$ cat src/rtl/dbg_evt_pkg.sv
package dbg_evt_pkg;
  // Class positions inside the reported code
  localparam int unsigned CLS_N      = 4;
  localparam int unsigned CLS_BRANCH = 3;
  localparam int unsigned CLS_REG    = 2;
  localparam int unsigned CLS_FETCH  = 1;
  localparam int unsigned CLS_STORE  = 0;

  typedef logic [CLS_N-1:0] cls_vec_t;

  // Control word bit k (k=0 is the MSB) for a 32-bit word
  function automatic logic ctl_bit(input logic [31:0] w, input int unsigned k);
    return w[31-k];
  endfunction

  // Class enables: bit 0 -> branch, 1 -> register, 2 -> fetch, 3 -> store
  function automatic cls_vec_t class_enables(input logic [31:0] w);
    cls_vec_t e;
    e[CLS_BRANCH] = ctl_bit(w, 0);
    e[CLS_REG]    = ctl_bit(w, 1);
    e[CLS_FETCH]  = ctl_bit(w, 2);
    e[CLS_STORE]  = ctl_bit(w, 3);
    return e;
  endfunction
endpackage

$ cat src/rtl/dbg_evt_range.sv
module dbg_evt_range #(
  parameter int unsigned AW = 24
) (
  input  logic [AW-1:0] addr,
  input  logic [AW-1:0] lo,
  input  logic [AW-1:0] hi,
  output logic          hit
);
  logic above_lo, below_hi, wraps;

  always_comb begin
    above_lo = (addr >= lo);
    below_hi = (addr <= hi);
    wraps    = (lo > hi);
    hit      = wraps ? (above_lo | below_hi) : (above_lo & below_hi);
  end
endmodule

$ cat src/rtl/dbg_evt_classify.sv
module dbg_evt_classify
  import dbg_evt_pkg::*;
#(
  parameter int unsigned AW   = 24,
  parameter int unsigned NREG = 16
) (
  input  logic [31:0]             ctl_word,
  input  logic [AW-1:0]           range_lo,
  input  logic [AW-1:0]           range_hi,
  input  logic [AW-1:0]           cm_iaddr,
  input  logic                    cm_branch,
  input  logic                    cm_reg_wr,
  input  logic [$clog2(NREG)-1:0] cm_reg_num,
  input  logic                    cm_store,
  input  logic [AW-1:0]           cm_store_addr,
  output cls_vec_t                raw_hits
);
  localparam int unsigned NPROBE  = 2;
  localparam int unsigned SEL_TOP = NREG - 1;

  logic [NREG-1:0]   reg_sel;
  logic [AW-1:0]     probe [NPROBE];
  logic [NPROBE-1:0] in_win;

  // Register n is selected by control-word bit 16+n, counted from the MSB
  for (genvar n = 0; n < NREG; n++) begin : g_sel
    assign reg_sel[n] = ctl_word[SEL_TOP-n];
  end

  assign probe[0] = cm_iaddr;
  assign probe[1] = cm_store_addr;

  for (genvar p = 0; p < NPROBE; p++) begin : g_win
    dbg_evt_range #(.AW(AW)) u_range (
      .addr (probe[p]),
      .lo   (range_lo),
      .hi   (range_hi),
      .hit  (in_win[p])
    );
  end

  always_comb begin
    raw_hits             = '0;
    raw_hits[CLS_BRANCH] = cm_branch;
    raw_hits[CLS_REG]    = cm_reg_wr & reg_sel[cm_reg_num];
    raw_hits[CLS_FETCH]  = in_win[0];
    raw_hits[CLS_STORE]  = cm_store & in_win[1];
  end
endmodule

$ cat src/rtl/dbg_evt_slot.sv
module dbg_evt_slot
  import dbg_evt_pkg::*;
#(
  parameter int unsigned AW = 24
) (
  input  logic          clk,
  input  logic          rst_n,
  input  cls_vec_t      hits,
  input  logic [AW-1:0] iaddr,
  output logic          out_valid,
  input  logic          out_ready,
  output cls_vec_t      out_code,
  output logic [AW-1:0] out_addr
);
  logic free, take;

  always_comb begin
    free = ~out_valid | out_ready;
    take = (|hits) & free;
  end

  always_ff @(posedge clk or negedge rst_n) begin
    if (!rst_n) begin
      out_valid <= 1'b0;
      out_code  <= '0;
      out_addr  <= '0;
    end else if (take) begin
      out_valid <= 1'b1;
      out_code  <= hits;
      out_addr  <= iaddr;
    end else if (out_ready) begin
      out_valid <= 1'b0;
    end
  end
endmodule

$ cat src/rtl/dbg_evt_monitor.sv
module dbg_evt_monitor
  import dbg_evt_pkg::*;
#(
  parameter int unsigned AW   = 24,
  parameter int unsigned NREG = 16,
  localparam int unsigned RW  = $clog2(NREG)
) (
  input  logic          clk,
  input  logic          rst_n,
  input  logic          ext_mode,
  input  logic          per_mask,
  input  logic [31:0]   ctl_word,
  input  logic [AW-1:0] range_lo,
  input  logic [AW-1:0] range_hi,
  input  logic          cm_valid,
  input  logic [AW-1:0] cm_iaddr,
  input  logic          cm_branch,
  input  logic          cm_reg_wr,
  input  logic [RW-1:0] cm_reg_num,
  input  logic          cm_store,
  input  logic [AW-1:0] cm_store_addr,
  output logic          evt_valid,
  input  logic          evt_ready,
  output logic [3:0]    evt_code,
  output logic [AW-1:0] evt_iaddr
);
  cls_vec_t raw_hits, enabled_hits, slot_code;
  logic     live;

  dbg_evt_classify #(.AW(AW), .NREG(NREG)) u_classify (
    .ctl_word      (ctl_word),
    .range_lo      (range_lo),
    .range_hi      (range_hi),
    .cm_iaddr      (cm_iaddr),
    .cm_branch     (cm_branch),
    .cm_reg_wr     (cm_reg_wr),
    .cm_reg_num    (cm_reg_num),
    .cm_store      (cm_store),
    .cm_store_addr (cm_store_addr),
    .raw_hits      (raw_hits)
  );

  always_comb begin
    live         = cm_valid & ext_mode & per_mask;
    enabled_hits = raw_hits & class_enables(ctl_word) & {CLS_N{live}};
  end

  dbg_evt_slot #(.AW(AW)) u_slot (
    .clk       (clk),
    .rst_n     (rst_n),
    .hits      (enabled_hits),
    .iaddr     (cm_iaddr),
    .out_valid (evt_valid),
    .out_ready (evt_ready),
    .out_code  (slot_code),
    .out_addr  (evt_iaddr)
  );

  assign evt_code = slot_code;
endmodule

$ cat config.mk
export PLATFORM = sky130hd
export DESIGN_NAME = dbg_evt_monitor
export DESIGN_NICKNAME = d
export VERILOG_FILES = /design/src/rtl/dbg_evt_pkg.sv /design/src/rtl/dbg_evt_range.sv /design/src/rtl/dbg_evt_classify.sv /design/src/rtl/dbg_evt_slot.sv /design/src/rtl/dbg_evt_monitor.sv
export SDC_FILE = /design/constraint.sdc
export NUM_CORES = 1
export LEC_CHECK = 0
export BUFFER_PORTS_ARGS = -buffer_cell sky130_fd_sc_hd__clkbuf_2
export CAP_MARGIN = 20
export CORE_MARGIN = 4
export CORE_UTILIZATION = 46
export CTS_CLUSTER_SIZE = 20
export DETAILED_ROUTE_END_ITERATION = 6
export GPL_ROUTABILITY_DRIVEN = 0
export HOLD_SLACK_MARGIN = 0.12
export PLACE_DENSITY_LB_ADDON = 0.3
export SKIP_CTS_REPAIR_TIMING = 1
export SYNTH_ARGS = -nofsm -noshare
export SYNTH_HDL_FRONTEND = slang
export SYNTH_SLANG_ARGS = --single-unit
$ cat constraint.sdc
create_clock -name clk -period 1.95 [get_ports clk]
set_clock_uncertainty 0.05 [all_clocks]
set_input_delay 0.39 -clock clk [delete_from_list [all_inputs] [get_ports clk]]
set_output_delay 0.39 -clock clk [all_outputs]
set_load 0.1 [all_outputs]
# Word-level counts from Yosys, hierarchy flattened
# Index checks and enable logic that the tools add are counted.
# W data, S select, Z words.
[word_totals] regBits=29 inputBits=141 output_inout_bits=29 word_cells=30
[classes] n_lt_le_gt_ge=6 n_mux=6 n_bitwise=13 n_reduce_logical=2
[ops] op="$ge A24 B24 Y1" n=2
[ops] op="$le A24 B24 Y1" n=2
[ops] op="$gt A24 B24 Y1" n=1
[ops] op="$and A4 B4 Y4" n=2
[ops] op="$and A1 B1 Y1" n=7
[ops] op="$lt A4 B5 Y1 const B" n=1
[ops] op="$mux W1" n=5
[ops] op="$bmux W1 S4" n=1
[ops] op="$reduce_or A4 Y1" n=1
[ops] op="$or A1 B1 Y1" n=3
[ops] op="$reduce_bool A2 Y1" n=1
[ops] op="$not A1 Y1" n=1

# Longest topological paths before layout
# Gate-level depths: netlist of the first run.
[depth] depth_word=9 depth_mapped=12 depth_no_buf=10

# Cells and area by module
# From an unflattened synthesis of the first run, not the netlist that was laid out.
[hier_totals] cells_unflattened=537 hier_area_um2=4838.4
[by_module_without_submodules] module="dbg_evt_range at u_classify.g_win[1].u_range" instances=1 cells_each=225 area_each_um2=1732.9 seq_area_each_um2=0.0
[by_module_without_submodules] module="dbg_evt_range at u_classify.g_win[0].u_range" instances=1 cells_each=222 area_each_um2=1704.1 seq_area_each_um2=0.0
[by_module_without_submodules] module="dbg_evt_slot" instances=1 cells_each=65 area_each_um2=1187.4 seq_area_each_um2=725.7
[by_module_without_submodules] module="dbg_evt_classify" instances=1 cells_each=20 area_each_um2=177.7 seq_area_each_um2=0.0
[by_module_without_submodules] module="dbg_evt_monitor" instances=1 cells_each=5 area_each_um2=36.3 seq_area_each_um2=0.0

# Worst setup path after synthesis of the first run
# Ideal clock, no wire load.
[synth_path] kind="input to register" from="input range_hi[10]" to="register u_slot.out_addr[14]" setup_time_ps=133 t_arrival_ps=2752 t_required_ps=1767 setup_slack_ps=-985 stages=11 path_buffers=1 cell_sequence="inv_1 > ha_1 > and3_1 > a221oi_2 > nor3_1 > or4b_1 > o21a_1 > maj3_2 > clkbuf_1 > o211ai_1 > o211ai_1"
[synth_via] elab_chain_cells=8
[synth_rtl] item="start: declaration" line_no="dbg_evt_monitor.sv:14" rtl="input logic [AW-1:0] range_hi,"
[synth_rtl] item="$le A24 B24 Y1" line_no="dbg_evt_range.sv:13" rtl="below_hi = (addr <= hi);"
[synth_rtl] item="$and A1 B1 Y1 or $or A1 B1 Y1 (tied branches)" line_no="dbg_evt_range.sv:15" rtl="hit = wraps ? (above_lo | below_hi) : (above_lo & below_hi);"
[synth_rtl] item="$mux W1" line_no="dbg_evt_range.sv:15"
[synth_rtl] item="$and A1 B1 Y1" line_no="dbg_evt_classify.sv:47" rtl="raw_hits[CLS_STORE] = cm_store & in_win[1];"
[synth_rtl] item="$and A4 B4 Y4 * (2 in series)" line_no="dbg_evt_monitor.sv:45" rtl="enabled_hits = raw_hits & class_enables(ctl_word) & {CLS_N{live}};"
[synth_rtl] item="$reduce_or A4 Y1 *" line_no="dbg_evt_slot.sv:19" rtl="take = (|hits) & free;"
[synth_rtl] item="$and A1 B1 Y1 *" line_no="dbg_evt_slot.sv:19"
[synth_rtl] item="end signal: assignment" line_no="dbg_evt_slot.sv:30" rtl="out_addr <= iaddr;"
[synth_rtl] item="end: declaration" line_no="dbg_evt_slot.sv:13" rtl="output logic [AW-1:0] out_addr"
# Mark *: on every way between the ends. The rest lies on a longest branch, timed or not.
# A chain may end at the register's enable or synchronous reset.

# Worst setup path in the final report of the first run
[layout_path] from="input range_hi[19]" to="register u_slot.out_valid"
[layout_via] elab_chain_cells=9
[layout_rtl] item="$le A24 B24 Y1" line_no="dbg_evt_range.sv:13"
[layout_rtl] item="$and A1 B1 Y1 or $or A1 B1 Y1 (tied branches)" line_no="dbg_evt_range.sv:15"
[layout_rtl] item="$mux W1" line_no="dbg_evt_range.sv:15"
[layout_rtl] item="$and A1 B1 Y1" line_no="dbg_evt_classify.sv:47"
[layout_rtl] item="$and A4 B4 Y4 * (2 in series)" line_no="dbg_evt_monitor.sv:45"
[layout_rtl] item="$reduce_or A4 Y1 *" line_no="dbg_evt_slot.sv:19"
[layout_rtl] item="$and A1 B1 Y1 *" line_no="dbg_evt_slot.sv:19"
[layout_rtl] item="$mux W1 or $reduce_bool A2 Y1 (tied branches)"
[layout_rtl] item="end signal: assignment" line_no="dbg_evt_slot.sv:24" rtl="out_valid <= 1'b0;"
[layout_rtl] item="end signal: assignment" line_no="dbg_evt_slot.sv:28" rtl="out_valid <= 1'b1;"
[layout_rtl] item="end signal: assignment" line_no="dbg_evt_slot.sv:32" rtl="out_valid <= 1'b0;"
[layout_rtl] item="end: declaration" line_no="dbg_evt_slot.sv:10" rtl="output logic out_valid,"
# Marks and branches as above.

==> results.cfg, run 1 <==
[run_status]
status = finished with violations
violations = setup timing

[worst_setup_path]
r2r_cells = 5
r2r_slack_ns = 0.39
rr_startpoint = u_slot.out_valid
cp.arrival_ns = 2.94
critPathSlowestCell = or4_1
slowest_delay_ns = 0.40
path_cells = buf_6, clkinvlp_4, ha_4, nand4_1, nor4_4, nand3_2, nor3_4, o21ba_4, maj3_2, and2_4, or4_1
worstSetupPathType = primary input to flip-flop
crit_fanout = 5
r2r-end = u_slot.out_addr[0]
crit_path_end_kind = flip-flop
required_ns = 2.06
start_kind = primary input

[synthesis]
synth_nets = 856
syn_area_sq_mm = 0.00495
syn-instance-count = 595
synth_adder_area_share = 0.310
synth_edf_count = 0
yosys.cell_types.count = 52
yosys.area_share.simple = 0.164
async_flop_share = 1.00
ys_top_cells_by_area = ha_1 (30%), dfrtp_1 (15%), o211ai_1 (8.3%)
synth_xor_area_frac = 0
ys.flop_type = dfrtp_1
yosysTopAreaCell = ha_1
post-synth-top-area-fraction = 0.303
yosys_warnings = 0
synth_top_family_by_area = adder cells
ys_seq_elements = 29
synth_compound_area_frac = 0.283
synth-seq-area-share = 0.147
postSynthAreaPerCell_sq_um = 8.32
muxShareOfSynthArea = 0.0263

[global_route]
met2_usage = 0.469
overflow = 0
grt_pass1_wl_um = 28400
met1_usage = 0.334
grt_max_degree = 30
grtUsageMet3 = 0.0359
grt-busiest-layer = met2
antenna_found_initial = 0
grtUsageTotal = 0.266
grt_pass1_vias = 6112

[clocking]
cts_buffers = 5
clockBufferDepth = 2
cts_tree = yes
cts-root-buf = clkbuf_8
clk_pin_slew_worst_paths_ns = 0.07
clock_latency_ns = 0.28
htreeDepth = 2
clock-sinks = 29

[power]
powerDensity_mw_per_mm2 = 830
p_leak_uw = 0.00370
peakVddDrop_v = 0.00133

[finish]
layout_commonest_cell = clkbuf_2
synthToLayoutAreaGrowth_pct = 48.2
fin_area_sq_mm = 0.00734
antenna_cells = 0
drive_gt1_frac = 0.407
layout_common_cells = clkbuf_2 (150), buf_4 (117), ha_1 (107)
final_net_count = 1123

[sta]
finalSetupTns_ns = -23.62
worst_slack_ns = -0.877
max_clock_freq_mhz = 354
fin_crit_sh = 1.45
rsz0062_at_grt = yes
final_max_slew_viol_count = 0
tightest_slew_ns = 0.753
worst_hold_slack_ns = 0.108
slew_headroom = 0.498
finalSetupViolCount = 29
min_period_ns = 2.83
hold_violations = 0

[placed_design]
io_buffers = 157
dp_slack_ns = -1.25
dp_hpwl_um = 14300
postPlaceCellArea_sq_mm = 0.00683

[routing]
drc = 0
firstDrtPassIters = 5
num_vias = 5989
wl_per_cell_um = 18.0
drt_first_iter_violations = 347
via_per_inst = 6.00
antenna_left = 0
wirelength_um = 17900

[die]
num_rows = 37
io_pins = 170
die_y_um = 112
start_util = 0.475
fp.dieW_um = 112
core_sq_mm = 0.0104
die_area_sq_mm = 0.0125

[run]
cap_viol_max_count = 0

[worst_hold_path]
hold_path.class = primary input to async pin
==> cell usage after synthesis, types with 18 or more instances <==
library cell  number
o211ai_1          55
nand3_1           35
nand2_1           28
dfrtp_1           29
ha_1             120
a21oi_1           46
a22o_1            27
clkbuf_1          18
nand4_1           18
inv_1             52
a31oi_1           25
and2_1            25
nor2_1            18
==> state kept, by name, indices dropped and copies added (netlist names) <==
name and count:
u_slot.out_addr 24, u_slot.out_code 4, u_slot.out_valid 1
==> report_power, final <==
part | total, uW | internal [uW] | leakage [uW] | switching, uW
combinational | 4390 | 1150 | 0.00331 | 3250
clock | 518 | 280 | 0.0000443 | 238
sequential | 1180 | 895 | 0.000347 | 290
==> cells by family (layout without fill, tap and decap cells) <==
group / after synthesis / in the layout
muxes: 6 / 6
buffers and inverters: 81 / 348
adders and majority gates: 123 / 123
DFF: 29 / 29
and+or+nand+nor: 152 / 152
AOI/OAI and AO/OA: 204 / 204
==> metrics by stage <==
step	power [uW]	std cells	util
after floorplan	4310	595	-
after global placement	5280	985	0.656
after detailed placement	5400	985	0.656
after CTS	5920	992	0.664
after global routing	6360	998	0.705
final	6090	998	0.705
==> metal layers <==
layer / up-vias / part of all wire
met5: - / 0
li1: 2837 / -
met2: 281 / 0.50
met4: 0 / 0.028
met1: 2825 / 0.40
met3: 46 / 0.069
==> worst max-delay path: cells and delay by family <==
kind	cells	cell delay, ns
AO/OA/AOI/OAI	1	0.19
adder cells (fa/ha/maj)	2	0.61
buffers and inverters	2	0.20
AND/OR/NAND/NOR	6	1.53
==> final cells by class <==
class	instances	area [sq um]
fillers	825	3080
well taps	136	170
repair buffers	288	1940
flip-flops and latches	29	726
multi-input cells	485	4190
inverters	53	233
clock buffers	7	86.3
==> worst max path at each step <==
stage / start / to / slack (ns) / cells past startpoint
detailed placement: range_hi[19] / u_slot.out_code[3] / -1.25 / 12
finish: range_hi[19] / u_slot.out_valid / -0.88 / 11
floorplan: range_hi[9] / u_slot.out_addr[14] / -0.81 / 11
CTS: range_hi[19] / u_slot.out_code[3] / -0.98 / 12
global placement: range_hi[19] / u_slot.out_valid / -1.23 / 11
global route: range_hi[19] / u_slot.out_valid / -0.96 / 11
Note: power is estimated with default switching activity, not from simulation.
==> inputs of run 2 (changes only) <==
CORE_ASPECT_RATIO = 1.5   (was not set)
==> run 2 against run 1 <==
  * The run still ends with setup timing left
  * Power increased by 8.6%
  * Maximum frequency increased by 1.0%
  * First-iteration DRC count increased by 3.7%
  * Via count increased by 1.1%
  * Sequential cell count unchanged
  * Clock power increased by 95%
  * Register-to-register slack about the same
  * Sequential power about the same
  * Worst hold slack improved by 0.016 ns
  * Core utilization increased by 1.4 points
  * Die area increased by 0.27%
==> results.cfg, run 2 (synthesized netlist as in run 1, its figures left out) <==
[placed_design]
dp_slack_ns = -1.21
dp_hpwl_um = 14600
io_buffers = 157

[routing]
wl_per_cell_um = 18.0
via_per_inst = 5.96
num_vias = 6055
antenna_left = 0
wirelength_um = 18200
drt_first_iter_violations = 360
drc = 0
firstDrtPassIters = 5

[finish]
reg_top3 = u_slot.out_addr (24), u_slot.out_code (4), u_slot.out_valid (1)
nFillCells = 822
drive_gt1_frac = 0.425
fin_util = 0.719
synthToLayoutAreaGrowth_pct = 52.9
regMostFlops = u_slot.out_addr
register_area_sq_um = 726
layout_common_cells = clkbuf_2 (150), buf_4 (129), ha_1 (104)
largest_register_ffs = 24
multiInputGateArea_sq_mm = 0.00428
antenna_cells = 0
layout_commonest_cell = clkbuf_2
final_net_count = 1132

[die]
die_area_sq_mm = 0.0125
core_sq_mm = 0.0105
num_rows = 46
start_util = 0.470
fp.dieW_um = 92.7
io_pins = 170
die_y_um = 135

[global_route]
overflow = 0
grt_max_degree = 30
grt_pass1_wl_um = 28800
grt_pass1_vias = 6337
antenna_found_initial = 0
grtUsageTotal = 0.278

[run_status]
violations = setup timing
status = finished with violations

[sta]
finalSetupTns_ns = -22.95
final_max_slew_viol_count = 0
hold_violations = 0
min_period_ns = 2.80
worst_slack_ns = -0.849
rsz0062_at_grt = yes
max_clock_freq_mhz = 357
fin_crit_sh = 1.44
tightest_slew_ns = 0.752
worst_hold_slack_ns = 0.124
slew_headroom = 0.499
finalSetupViolCount = 29

[clocking]
clock_latency_ns = 0.27
cts_tree = yes
clk_pin_slew_worst_paths_ns = 0.05
cts-root-buf = clkbuf_16
cts_buffers = 5
clockBufferDepth = 2
htreeDepth = 2
clock-sinks = 29

[run]
cap_viol_max_count = 0

[power]
p_leak_uw = 0.00380
power_uw = 6620
powerDensity_mw_per_mm2 = 874
peakVddDrop_v = 0.000608

[worst_setup_path]
cp.arrival_ns = 2.88
r2r_cells = 6
crit_path_end_kind = flip-flop
required_ns = 2.04
start_kind = primary input
crit_fanout = 5
worstSetupPathType = primary input to flip-flop

[worst_hold_path]
hold_path.class = primary input to async pin
[run 2: cell count changes in the layout (fill, tap and decap cells not counted), sizes merged]
cell,previous run,this run
buf,135,146
clkbuf,160,156
bufinv,0,2
inv,51,52
[run 2: area by class of cell]
cell class                 instances  area share
multi-input combinational        485       0.565
timing repair buffer             297       0.260
sequential                        29      0.0958
inverter                          53      0.0307
tap                              144      0.0238
clock buffer                       5      0.0165
clock inverter                     3     0.00859
[run 2: worst paths after layout]
check | start | end | slack (ns)
min in group clk | u_slot.out_code[1] | u_slot.out_code[1] | 0.49
min | rst_n | u_slot.out_addr[21] | 0.12
min reg2reg | u_slot.out_code[1] | u_slot.out_code[1] | 0.49
max | cm_store_addr[9] | u_slot.out_addr[23] | -0.85
max reg2reg | u_slot.out_valid | u_slot.out_addr[23] | 0.39
max in group asynchronous | rst_n | u_slot.out_addr[4] | 1.25
[run 2: per-layer routing]
| metal | wire length (um) | vias up | track usage |
|---|---|---|---|
| li1 | - | 2860 | - |
| met1 | 6530 | 2818 | 0.306 |
| met2 | 9790 | 304 | 0.524 |
| met3 | 1010 | 73 | 0.0279 |
| met4 | 916 | 0 | 0.136 |
| met5 | 0 | - | 0 |
[run 2: stage by stage]
| step | std cells | instance area [sq um] |
|---|---|---|
| after floorplan | 595 | 5090 |
| after global placement | 997 | 6870 |
| after detailed placement | 997 | 6870 |
| after CTS | 1005 | 7060 |
| after global routing | 1016 | 7570 |
| final | 1016 | 7570 |
[run 2: power breakdown]
group | total [uW] | switching (uW) | internal (uW)
logic | 4430 | 3260 | 1170
registers | 1180 | 283 | 896
clock network | 1010 | 279 | 729
total | 6620 | 3820 | 2790
[run 2: worst max-delay path, cell delays in order]
cell      delay (ns)
buf_4           0.14
ha_4            0.23
and3_4          0.19
a221oi_4        0.28
nor3_2          0.06
or4b_4          0.52
o21a_1          0.23
maj3_2          0.37
buf_4           0.18
o211ai_1        0.17
o211ai_1        0.12
==> inputs of run 3 (changes only) <==
TNS_END_PERCENT = 5   (was not set)
==> run 3 against run 2 <==
  * The run still ends with setup timing left
  * Final cell count is 0.79% lower
  * Setup slack worse by 0.098 ns
  * Via count is 0.73% lower
  * Sequential share of layout area is 0.29 points higher
  * Critical path depth stayed put
  * Critical endpoint is now u_slot.out_valid
  * Largest cell class unchanged
  * Largest power group unchanged
==> results.cfg, run 3 (synthesized netlist as in run 1, its figures left out) <==
[finish]
final_cells = 1008
nFillCells = 839
synthToLayoutAreaGrowth_pct = 48.4
reg_top3 = u_slot.out_addr (24), u_slot.out_code (4), u_slot.out_valid (1)
drive_gt1_frac = 0.404
layout_commonest_cell = clkbuf_2
antenna_cells = 0
final_net_count = 1124
fin_util = 0.698
regMostFlops = u_slot.out_addr
layout_common_cells = clkbuf_2 (155), buf_4 (123), ha_1 (109)
largest_register_ffs = 24

[sta]
fin_crit_sh = 1.49
final_max_slew_viol_count = 0
finalSetupViolCount = 29
tightest_slew_ns = 1.26
slew_headroom = 0.163
finalSetupTns_ns = -25.19
min_period_ns = 2.90
max_clock_freq_mhz = 345
hold_violations = 0
worst_slack_ns = -0.946
rsz0062_at_grt = yes

[routing]
antenna_left = 0
drc = 0
wirelength_um = 18000
num_vias = 6011
drt_first_iter_violations = 338
via_per_inst = 5.96
wl_per_cell_um = 17.8
firstDrtPassIters = 5

[clocking]
cts_buffers = 5
cts_tree = yes
cts-root-buf = clkbuf_16
htreeDepth = 2
clock_latency_ns = 0.28
clockBufferDepth = 2
clk_pin_slew_worst_paths_ns = 0.06
clock-sinks = 29

[die]
num_rows = 46
core_sq_mm = 0.0105
fp.dieW_um = 92.7
die_area_sq_mm = 0.0125
die_y_um = 135
start_util = 0.470
io_pins = 170

[global_route]
grt_pass1_wl_um = 28400
grtUsageTotal = 0.275
grt_max_degree = 30
overflow = 0
grt_pass1_vias = 6206
antenna_found_initial = 0

[power]
powerDensity_mw_per_mm2 = 884
p_leak_uw = 0.00373
power_uw = 6500
peakVddDrop_v = 0.000634

[placed_design]
dp_hpwl_um = 14400
placed_cells = 996
io_buffers = 157

[worst_setup_path]
required_ns = 2.04
crit_fanout = 4
cp.arrival_ns = 2.99
worstSetupPathType = primary input to flip-flop
start_kind = primary input
crit_path_end_kind = flip-flop

[run]
cap_viol_max_count = 0

[worst_hold_path]
hold_path.class = primary input to async pin

[run_status]
violations = setup timing
status = finished with violations
## run 3: cell count changes in the layout (fill, tap and decap cells not counted), moves of 4 or more
cell	before	now
inv_2	8	2
a31oi_2	3	7
clkbuf_2	150	155
a31oi_1	21	17
buf_6	12	6
ha_4	16	11
ha_1	104	109
buf_4	129	123
inv_1	40	46
## run 3: report_power, final
part	total, uW	internal, uW	switching [uW]
Sequential	1180	896	288
Clock	922	638	284
Combinational	4390	1140	3250
Total	6500	2670	3820
## run 3: path summary, 6_finish.rpt
| check | cells after the start | endpoint | from | slack (ns) |
|---|---|---|---|---|
| max | 11 | u_slot.out_valid | range_hi[19] | -0.95 |
| min | 1 | u_slot.out_addr[6] | rst_n | 0.12 |
| max reg2reg | 6 | u_slot.out_addr[21] | u_slot.out_valid | 0.41 |
| min reg2reg | 2 | u_slot.out_code[2] | u_slot.out_code[2] | 0.50 |
| max in group asynchronous | 1 | u_slot.out_addr[21] | rst_n | 1.24 |
| min in group clk | 4 | u_slot.out_code[2] | ctl_word[31] | 0.44 |
## run 3: critical path: stages
cell and delay [ns]:
buf_6 0.08, clkinvlp_4 0.11, ha_4 0.29, nand4_1 0.18
nor4_4 0.40, nand3_2 0.17, nor3_4 0.28, o21ba_4 0.19
maj3_2 0.31, and2_4 0.18, or4_4 0.41
## run 3: routing by layer
| layer | wire length (um) | track usage | vias to the layer above |
|---|---|---|---|
| met1 | 6200 | 0.304 | 2771 |
| met5 | 0 | 0 | - |
| met4 | 898 | 0.119 | 0 |
| li1 | - | - | 2840 |
| met2 | 9610 | 0.528 | 322 |
| met3 | 1270 | 0.0240 | 78 |
## run 3: cell type report
class                      count  area [sq um]  area share
inverter                      53           233      0.0317
clock inverter                 1          30.0     0.00409
multi-input combinational    485          4180       0.569
tap                          144           180      0.0245
sequential                    29           726      0.0988
clock buffer                   7           143      0.0194
timing repair buffer         289          1860       0.253
## run 3: metrics by stage
stage / hold WS, ns / area, sq um / setup slack, ns
after floorplan: 0.0444 / 5070 / -0.807
after global placement: 0.425 / 6860 / -1.30
after detailed placement: 0.431 / 6860 / -1.40
after CTS: 0.134 / 7040 / -1.10
after global routing: 0.173 / 7350 / -1.05
final: 0.120 / 7350 / -0.946
